[config.mk]
export PLATFORM = sky130hd
export DESIGN_NAME = posted_wr_buf
export DESIGN_NICKNAME = d
export VERILOG_FILES = /design/src/rtl/wpb_pkg.sv /design/src/rtl/wpb_slot.sv /design/src/rtl/wpb_ctrl.sv /design/src/rtl/wpb_busmux.sv /design/src/rtl/posted_wr_buf.sv
export SDC_FILE = /design/constraint.sdc
export NUM_CORES = 1
export LEC_CHECK = 0
export ABC_AREA = 0
export BUFFER_PORTS_ARGS = -buffer_cell sky130_fd_sc_hd__buf_4
export CORE_MARGIN = 3
export CORE_UTILIZATION = 45
export DETAILED_ROUTE_END_ITERATION = 16
export GPL_TIMING_DRIVEN = 0
export HOLD_SLACK_MARGIN = 0.03
export PLACE_DENSITY_LB_ADDON = 0.08
export SYNTH_ARGS = -nofsm -noshare
export SYNTH_HDL_FRONTEND = slang
export SYNTH_SLANG_ARGS = --single-unit
export TNS_END_PERCENT = 5
[constraint.sdc]
create_clock -name clk -period 1.7 [get_ports clk]
set_input_delay 0.17 -clock clk [delete_from_list [all_inputs] [get_ports clk]]
set_output_delay 0.17 -clock clk [all_outputs]
set_load 0.03 [all_outputs]
[src/rtl/wpb_pkg.sv]
package wpb_pkg;

    typedef enum logic [1:0] {
        ST_IDLE   = 2'd0,
        ST_BUSY   = 2'd1,
        ST_HOLD   = 2'd2,
        ST_REPLAY = 2'd3
    } wpb_state_e;

endpackage

[src/rtl/wpb_slot.sv]
// One write record (address, data, size, pc) with a load enable.
module wpb_slot #(
    parameter int AW = 32,
    parameter int DW = 32,
    parameter int SW = 2,
    parameter int PW = 32
) (
    input  logic          clk,
    input  logic          rst_n,
    input  logic          load_i,
    input  logic [AW-1:0] addr_i,
    input  logic [DW-1:0] data_i,
    input  logic [SW-1:0] size_i,
    input  logic [PW-1:0] pc_i,
    output logic [AW-1:0] addr_o,
    output logic [DW-1:0] data_o,
    output logic [SW-1:0] size_o,
    output logic [PW-1:0] pc_o
);
    typedef struct packed {
        logic [AW-1:0] addr;
        logic [DW-1:0] data;
        logic [SW-1:0] size;
        logic [PW-1:0] pc;
    } rec_t;

    rec_t rec_d, rec_q;

    always_comb begin
        rec_d = rec_q;
        if (load_i) begin
            rec_d.addr = addr_i;
            rec_d.data = data_i;
            rec_d.size = size_i;
            rec_d.pc   = pc_i;
        end
    end

    always_ff @(posedge clk or negedge rst_n) begin
        if (!rst_n) rec_q <= '0;
        else        rec_q <= rec_d;
    end

    assign addr_o = rec_q.addr;
    assign data_o = rec_q.data;
    assign size_o = rec_q.size;
    assign pc_o   = rec_q.pc;
endmodule

[src/rtl/wpb_ctrl.sv]
// Sequencing of accept, bus cycle, fault park and replay.
module wpb_ctrl
    import wpb_pkg::*;
(
    input  logic clk,
    input  logic rst_n,
    input  logic wr_valid_i,
    input  logic resume_i,
    input  logic bus_ack_i,
    input  logic bus_fault_i,
    output logic accept_o,
    output logic capture_o,
    output logic ready_o,
    output logic req_o,
    output logic replay_o,
    output logic pulse_o,
    output logic dbl_o
);
    typedef struct packed {
        wpb_state_e st;
        logic       pulse;
        logic       dbl;
    } ctrl_t;

    ctrl_t ctl_d, ctl_q;

    always_comb begin
        ctl_d       = ctl_q;
        ctl_d.pulse = 1'b0;
        accept_o    = 1'b0;
        capture_o   = 1'b0;
        unique case (ctl_q.st)
            ST_IDLE: begin
                if (wr_valid_i) begin
                    accept_o = 1'b1;
                    ctl_d.st = ST_BUSY;
                end
            end
            ST_BUSY: begin
                // fault outranks a simultaneous acknowledge
                if (bus_fault_i) begin
                    capture_o   = 1'b1;
                    ctl_d.pulse = 1'b1;
                    ctl_d.st    = ST_HOLD;
                end else if (bus_ack_i) begin
                    ctl_d.st = ST_IDLE;
                end
            end
            ST_HOLD: begin
                if (resume_i) ctl_d.st = ST_REPLAY;
            end
            ST_REPLAY: begin
                if (bus_fault_i) begin
                    ctl_d.pulse = 1'b1;
                    ctl_d.dbl   = 1'b1;
                    ctl_d.st    = ST_HOLD;
                end else if (bus_ack_i) begin
                    ctl_d.st = ST_IDLE;
                end
            end
            default: ctl_d.st = ST_IDLE;
        endcase
    end

    always_ff @(posedge clk or negedge rst_n) begin
        if (!rst_n) ctl_q <= '{st: ST_IDLE, pulse: 1'b0, dbl: 1'b0};
        else        ctl_q <= ctl_d;
    end

    assign ready_o  = (ctl_q.st == ST_IDLE);
    assign req_o    = (ctl_q.st == ST_BUSY) || (ctl_q.st == ST_REPLAY);
    assign replay_o = (ctl_q.st == ST_REPLAY);
    assign pulse_o  = ctl_q.pulse;
    assign dbl_o    = ctl_q.dbl;
endmodule

[src/rtl/wpb_busmux.sv]
// Chooses the record that drives the bus: first issue or replay.
module wpb_busmux #(
    parameter int AW = 32,
    parameter int DW = 32,
    parameter int SW = 2
) (
    input  logic          replay_i,
    input  logic [AW-1:0] pri_addr_i,
    input  logic [DW-1:0] pri_data_i,
    input  logic [SW-1:0] pri_size_i,
    input  logic [AW-1:0] cap_addr_i,
    input  logic [DW-1:0] cap_data_i,
    input  logic [SW-1:0] cap_size_i,
    output logic [AW-1:0] addr_o,
    output logic [DW-1:0] data_o,
    output logic [SW-1:0] size_o
);
    always_comb begin
        if (replay_i) begin
            addr_o = cap_addr_i;
            data_o = cap_data_i;
            size_o = cap_size_i;
        end else begin
            addr_o = pri_addr_i;
            data_o = pri_data_i;
            size_o = pri_size_i;
        end
    end
endmodule

[src/rtl/posted_wr_buf.sv]
module posted_wr_buf #(
    parameter int AW = 32,
    parameter int DW = 32,
    parameter int SW = 2,
    parameter int PW = 32
) (
    input  logic          clk,
    input  logic          rst_n,
    input  logic          wr_valid,
    output logic          wr_ready,
    input  logic [AW-1:0] wr_addr,
    input  logic [DW-1:0] wr_data,
    input  logic [SW-1:0] wr_size,
    input  logic [PW-1:0] next_pc,
    input  logic          resume,
    output logic          bus_req,
    output logic [AW-1:0] bus_addr,
    output logic [DW-1:0] bus_data,
    output logic [SW-1:0] bus_size,
    input  logic          bus_ack,
    input  logic          bus_fault,
    output logic          fault_pulse,
    output logic [AW-1:0] fault_addr,
    output logic [DW-1:0] fault_data,
    output logic [SW-1:0] fault_size,
    output logic [PW-1:0] fault_pc,
    output logic          double_fault
);
    logic          accept, capture, replay;
    logic [AW-1:0] ent_addr;
    logic [DW-1:0] ent_data;
    logic [SW-1:0] ent_size;
    logic [PW-1:0] ent_pc;

    wpb_ctrl u_ctrl (
        .clk        (clk),
        .rst_n      (rst_n),
        .wr_valid_i (wr_valid),
        .resume_i   (resume),
        .bus_ack_i  (bus_ack),
        .bus_fault_i(bus_fault),
        .accept_o   (accept),
        .capture_o  (capture),
        .ready_o    (wr_ready),
        .req_o      (bus_req),
        .replay_o   (replay),
        .pulse_o    (fault_pulse),
        .dbl_o      (double_fault)
    );

    // posted entry: loaded when the core hands a write over
    wpb_slot #(.AW(AW), .DW(DW), .SW(SW), .PW(PW)) u_entry (
        .clk    (clk),
        .rst_n  (rst_n),
        .load_i (accept),
        .addr_i (wr_addr),
        .data_i (wr_data),
        .size_i (wr_size),
        .pc_i   (next_pc),
        .addr_o (ent_addr),
        .data_o (ent_data),
        .size_o (ent_size),
        .pc_o   (ent_pc)
    );

    // capture record: loaded from the entry on a first-issue fault
    wpb_slot #(.AW(AW), .DW(DW), .SW(SW), .PW(PW)) u_capture (
        .clk    (clk),
        .rst_n  (rst_n),
        .load_i (capture),
        .addr_i (ent_addr),
        .data_i (ent_data),
        .size_i (ent_size),
        .pc_i   (ent_pc),
        .addr_o (fault_addr),
        .data_o (fault_data),
        .size_o (fault_size),
        .pc_o   (fault_pc)
    );

    wpb_busmux #(.AW(AW), .DW(DW), .SW(SW)) u_mux (
        .replay_i   (replay),
        .pri_addr_i (ent_addr),
        .pri_data_i (ent_data),
        .pri_size_i (ent_size),
        .cap_addr_i (fault_addr),
        .cap_data_i (fault_data),
        .cap_size_i (fault_size),
        .addr_o     (bus_addr),
        .data_o     (bus_data),
        .size_o     (bus_size)
    );
endmodule

# == Word level (Yosys, flattened, before mapping) ==
# Index checks and enable logic that the tools add are counted.
# totals
in_bits,104
regBits,200
elab_cells,36
output_inout_bits,168
# classes
eq_ne,6
n_reduce_logical,5
n_mux,14
# ops
op,count
two-way mux 32 bit,2
two-way mux 2 bit,6
one-hot mux 2 bit (3 select lines),1
== test 2 bit (second input constant),2
two-way mux 1 bit,4
!= test 2 bit (second input constant),2
!= test 3 x 1 -> 1 bit (second input constant),1
AND reduction 3 bit,1
== test 2 x 1 -> 1 bit (second input constant),1
logical NOT 2 bit,1
one-hot mux 1 bit (2 select lines),1
AND reduction 2 bit,1
OR reduction 2 bit,1
logical OR 1 bit,1

# == Logic depth before layout (Yosys ltp) ==
# logic_depth
ltp_word,4
depth_mapped,6
depth_no_buf,2

# == Hierarchy ==
# Synthesis repeated with hierarchy kept, for this count alone.
# hier_totals
cells_unflattened,503
hier_area_um2,8559.5
# by_module_without_submodules
mod,cells_per_inst,instances,area_per_inst_um2,seq_area_each_um2
wpb_slot,207,2,3711.1,2452.4
wpb_busmux,73,1,959.7,0.0
wpb_ctrl,16,1,177.7,100.1

# == Worst setup path before layout ==
# Ideal clock, no wire load.
# synth_timing
kind,reg-to-output
startpoint,reg u_ctrl.ctl_q[2] (netlist name)
endpoint,out bus_addr[10]
required_time_ns,1.530
n_path_buf,3
slack_ns,0.169
t_arrival_ns,1.361
stages_incl_launch_ff,6
path_cell_list,dfrtp_1 > buf_6 > nand2_1 > buf_2 > buf_4 > mux2_2
# synth_via
elab_chain_len,2
# synth_rtl
element,line_no,rtl
from (decl),wpb_ctrl.sv:25,"ctrl_t ctl_d, ctl_q;"
from (signal assigned),wpb_ctrl.sv:66,"if (!rst_n) ctl_q <= '{st: ST_IDLE, pulse: 1'b0, dbl: 1'b0};"
from (signal assigned),wpb_ctrl.sv:67,else ctl_q <= ctl_d;
== test 2 bit,wpb_ctrl.sv:72,assign replay_o = (ctl_q.st == ST_REPLAY);
two-way mux 32 bit,wpb_busmux.sv:19,if (replay_i) begin
to (decl),posted_wr_buf.sv:17,"output logic [AW-1:0] bus_addr,"
# No other way between the ends.

==> reports/summary.log <==
INFO  outcome        status=complete, but fails checks
INFO  outcome        violations=negative setup slack
INFO  timing         hold_violations=0
INFO  worst_setup_path timing.critical_path.slowest_stage_cell=dfrtp_1
INFO  worst_setup_path critical_path_peak_fanout=10
INFO  logic_synthesis synthTopCellsByArea=dfrtp_1 60%, mux2_2 31%, mux2_4 3.6%, mux2_1 1.2%, buf_4 1.1%
INFO  worst_setup_path crit_path_end=bus_data[9]
INFO  die            die_y=142um
INFO  grt            grt_pass1_vias=6325
INFO  worst_setup_path critical_path.cell_chain=buf_6, nand2_8, buf_12, buf_12, mux2_4, buf_6
INFO  timing         setup-tns-final=-30440ps
INFO  final_layout   final.fill_count=1219
INFO  die            placementRows=49
INFO  place          post-place-ws=-186ps
INFO  routing        route.detailed.vias_per_inst=5.01
INFO  routing        detailroute.via_count=5749
INFO  timing         max_freq=0.511GHz
INFO  pwr            cellLeakagePower=6.20nW
INFO  final_layout   drive_above_1_share=65.4%
INFO  die            coreArea=18100um^2
INFO  grt            grt_first_pass_wirelength=33.9mm
INFO  final_layout   most_common_library_cell_in_the_layout_ignoring_fill_and_taps=buf_4
INFO  routing        avgRoutedWirePerCell=18.6um
INFO  clock_network  clk_root_buffer_cell=clkbuf_16
INFO  pwr            p_sw=12.1mW
INFO  logic_synthesis mappedNetlistArea=8370um^2
INFO  logic_synthesis synthCells=505
INFO  clock_network  htreeDepth=4
INFO  logic_synthesis yosysWarnings=0
INFO  flow_run       drv.max_cap_violation_count=0
INFO  routing        drc_errors=0
INFO  worst_setup_path critPathRequiredTime=1530ps
INFO  logic_synthesis yosys_register_bits=200
INFO  routing        detail_route.iter0.violations=123
INFO  routing        wirelength=21.3mm
INFO  place          detailedPlacementHpwl=14.3mm
INFO  die            floorplan.die.width=142um
INFO  timing         setup_viol=185
INFO  worst_setup_path critical_path.n_buffers_inverters=4
INFO  grt            grt_use_total=21.3%
INFO  final_layout   post-route-cell-area=13000um^2
INFO  timing         worst_pin_slew=690ps
INFO  timing         skew=11.0ps
INFO  logic_synthesis async_flop_share=100%
INFO  place          port_buffers=271
INFO  final_layout   layout.nets=1010
INFO  pwr            cell_internal_pwr=17.8mW
INFO  final_layout   syn2layout_area_growth=54.7%
INFO  clock_network  clock_insertion_delay_worst_skew=430ps
INFO  timing         rsz0062_at_grt=yes
INFO  logic_synthesis synth.lib_cells_used.distinct=19
INFO  routing        antenna_nets_post_route=0
INFO  logic_synthesis edff_count_synth=0
INFO  final_layout   total_inserted_antenna_cells=0
INFO  pwr            combPwrFrac=56.8%
INFO  clock_network  cts-root-to-sink-buffers=2
INFO  pwr            max-vdd-ir-drop=0.00177V
INFO  routing        detailedRoute.firstPassIterationCount=4
INFO  worst_setup_path worstSetupStartpointType=flop
INFO  pwr            pwr_density_cell=2300nW/um^2
INFO  place          placed_area=10700um^2
INFO  pwr            sw_frac_of_total=40.4%
INFO  worst_setup_path crit_type=flop to output port
INFO  grt            antenna_violations_before_repair=0
INFO  timing         period_needed=1960ps
INFO  worst_setup_path r2r_cells=8
INFO  logic_synthesis syn_nets=609
INFO  timing         fin_hold_ws=326ps
INFO  die            die_area=20300um^2
INFO  clock_network  tritoncts_clock_tree=built
INFO  pwr            p_seq_share=29.9%
INFO  worst_setup_path slowest_delay=380ps
INFO  pwr            pwr-share-clk=13.3%
INFO  min_path       worst_hold_path_type=input port to asynchronous set/reset pin
INFO  pwr            p_total=29.8mW
INFO  logic_synthesis sequential_share_of_the_synthesized_area=59.8%
INFO  clock_network  cts.reportedPaths.clkPinSlew=70ps
INFO  die            initial_core_util=46.1%
INFO  logic_synthesis synth_area_per_cell=16.6um^2
INFO  clock_network  cts_made_buffers=17
INFO  worst_setup_path end_kind=output port
INFO  logic_synthesis synth_top_cell_by_area=dfrtp_1
INFO  final_layout   mostFrequentLayoutCells=234 x buf_4, 199 x dfrtp_1, 187 x mux2_2
INFO  timing         final_critical_path_setup_slack=-258ps
INFO  worst_setup_path crit_arrival=1790ps
INFO  timing         timing.max_slew.rel_slack=54.0%
INFO  worst_setup_path path_delay_family=buffers and inverters
INFO  clock_network  tritoncts_num_sinks=200
INFO  worst_setup_path reg2reg_to=u_entry.pc_o[28]
INFO  grt            grt_overflow=0
INFO  place          finalWeightedCongestion=0.762
INFO  grt            grt_max_degree=110
INFO  logic_synthesis synth_ff_type=dfrtp_1
INFO  worst_setup_path timing.reg2reg.setup_slack=-240ps
INFO  worst_setup_path cp.depth=6
INFO  die            boundaryPins=272
INFO  timing         fin_crit_sh=115%
INFO  timing         drv_slew=0
INFO  logic_synthesis synth_top_area_share=59.8%
-- power groups by stage --
stage                     combinational [mW]  sequential, mW  clock, mW
after floorplan                         7.66            10.8          0
after global placement                  14.8            8.64          0
after detailed placement                14.9            8.90          0
after CTS                               17.2            8.87       4.07
after global routing                    17.8            9.25       4.28
final                                   16.9            8.91       3.97
-- cell families (layout without fill, tap and decap cells) --
group,Yosys count,after routing,synth area share (%)
mux,263,263,36.3
flops,200,200,59.8
buf+inv,32,445,3.02
simple gates,7,7,0.673
compound gates,3,3,0.269
-- cells in the mapped netlist (2+ instances only) --
cell       n
mux2_2   233
buf_2     10
mux2_1     9
buf_6      7
mux2_4    20
nand2_1    2
buf_8      2
dfrtp_1  200
buf_4     12
-- layout make-up --
type	instances	area (um^2)	area share, %
buffer	31	394	3.04
clock buffer	18	439	3.39
clock inverter	13	135	1.04
sequential	200	5010	38.6
timing repair buffer	383	3390	26.2
tap	229	287	2.21
multi-input combinational	273	3300	25.5
-- through the flow --
stage / instances / utilization, %
6_report: 1147 / 71.4
5_1_grt: 1147 / 71.4
4_1_cts: 1149 / 71.5
3_5_place_dp: 1006 / 59.1
3_3_place_gp: 1005 / 58.9
2_1_floorplan: 505 / -
-- repair_timing --
| action | CTS | global route |
|---|---|---|
| hold buffers | 102 | 0 |
| gates resized for setup | 133 | 18 |
| setup endpoints to repair | 83 | 233 |
| gates cloned | 3 | 0 |
| buffers inserted | 7 | 1 |
| pin swaps | 2 | 0 |
| endpoints found under the hold margin | 193 | 0 |
-- state kept, by name (all words and copies together) (netlist names), named ones only --
name,flops
u_capture.addr_o,32
u_ctrl.pulse_o,1
u_capture.pc_o,32
u_entry.data_o,32
u_entry.size_o,2
u_entry.pc_o,32
u_capture.data_o,32
u_ctrl.ctl_q,1
u_capture.size_o,2
u_ctrl.dbl_o,1
u_entry.addr_o,32
-- layer usage --
| metal | share of wire, % | track usage, % |
|---|---|---|
| met3 | 6.5 | 6.25 |
| met5 | 0 | 0 |
| met1 | 41 | 26.5 |
| met4 | 2.5 | 7.75 |
| met2 | 50 | 35.6 |
-- worst min path at each step --
stage / from / to / depth (start not counted)
6_report: rst_n / u_entry.addr_o[19] / 2
2_1_floorplan: rst_n / asynchronous set/reset pin / 0
4_1_cts: rst_n / u_entry.addr_o[19] / 2
5_1_grt: rst_n / u_entry.addr_o[19] / 2
3_5_place_dp: rst_n / u_entry.addr_o[19] / 1
3_3_place_gp: bus_ack / u_ctrl.ctl_q[2] / 2
Power figures use the tool's default switching activity.
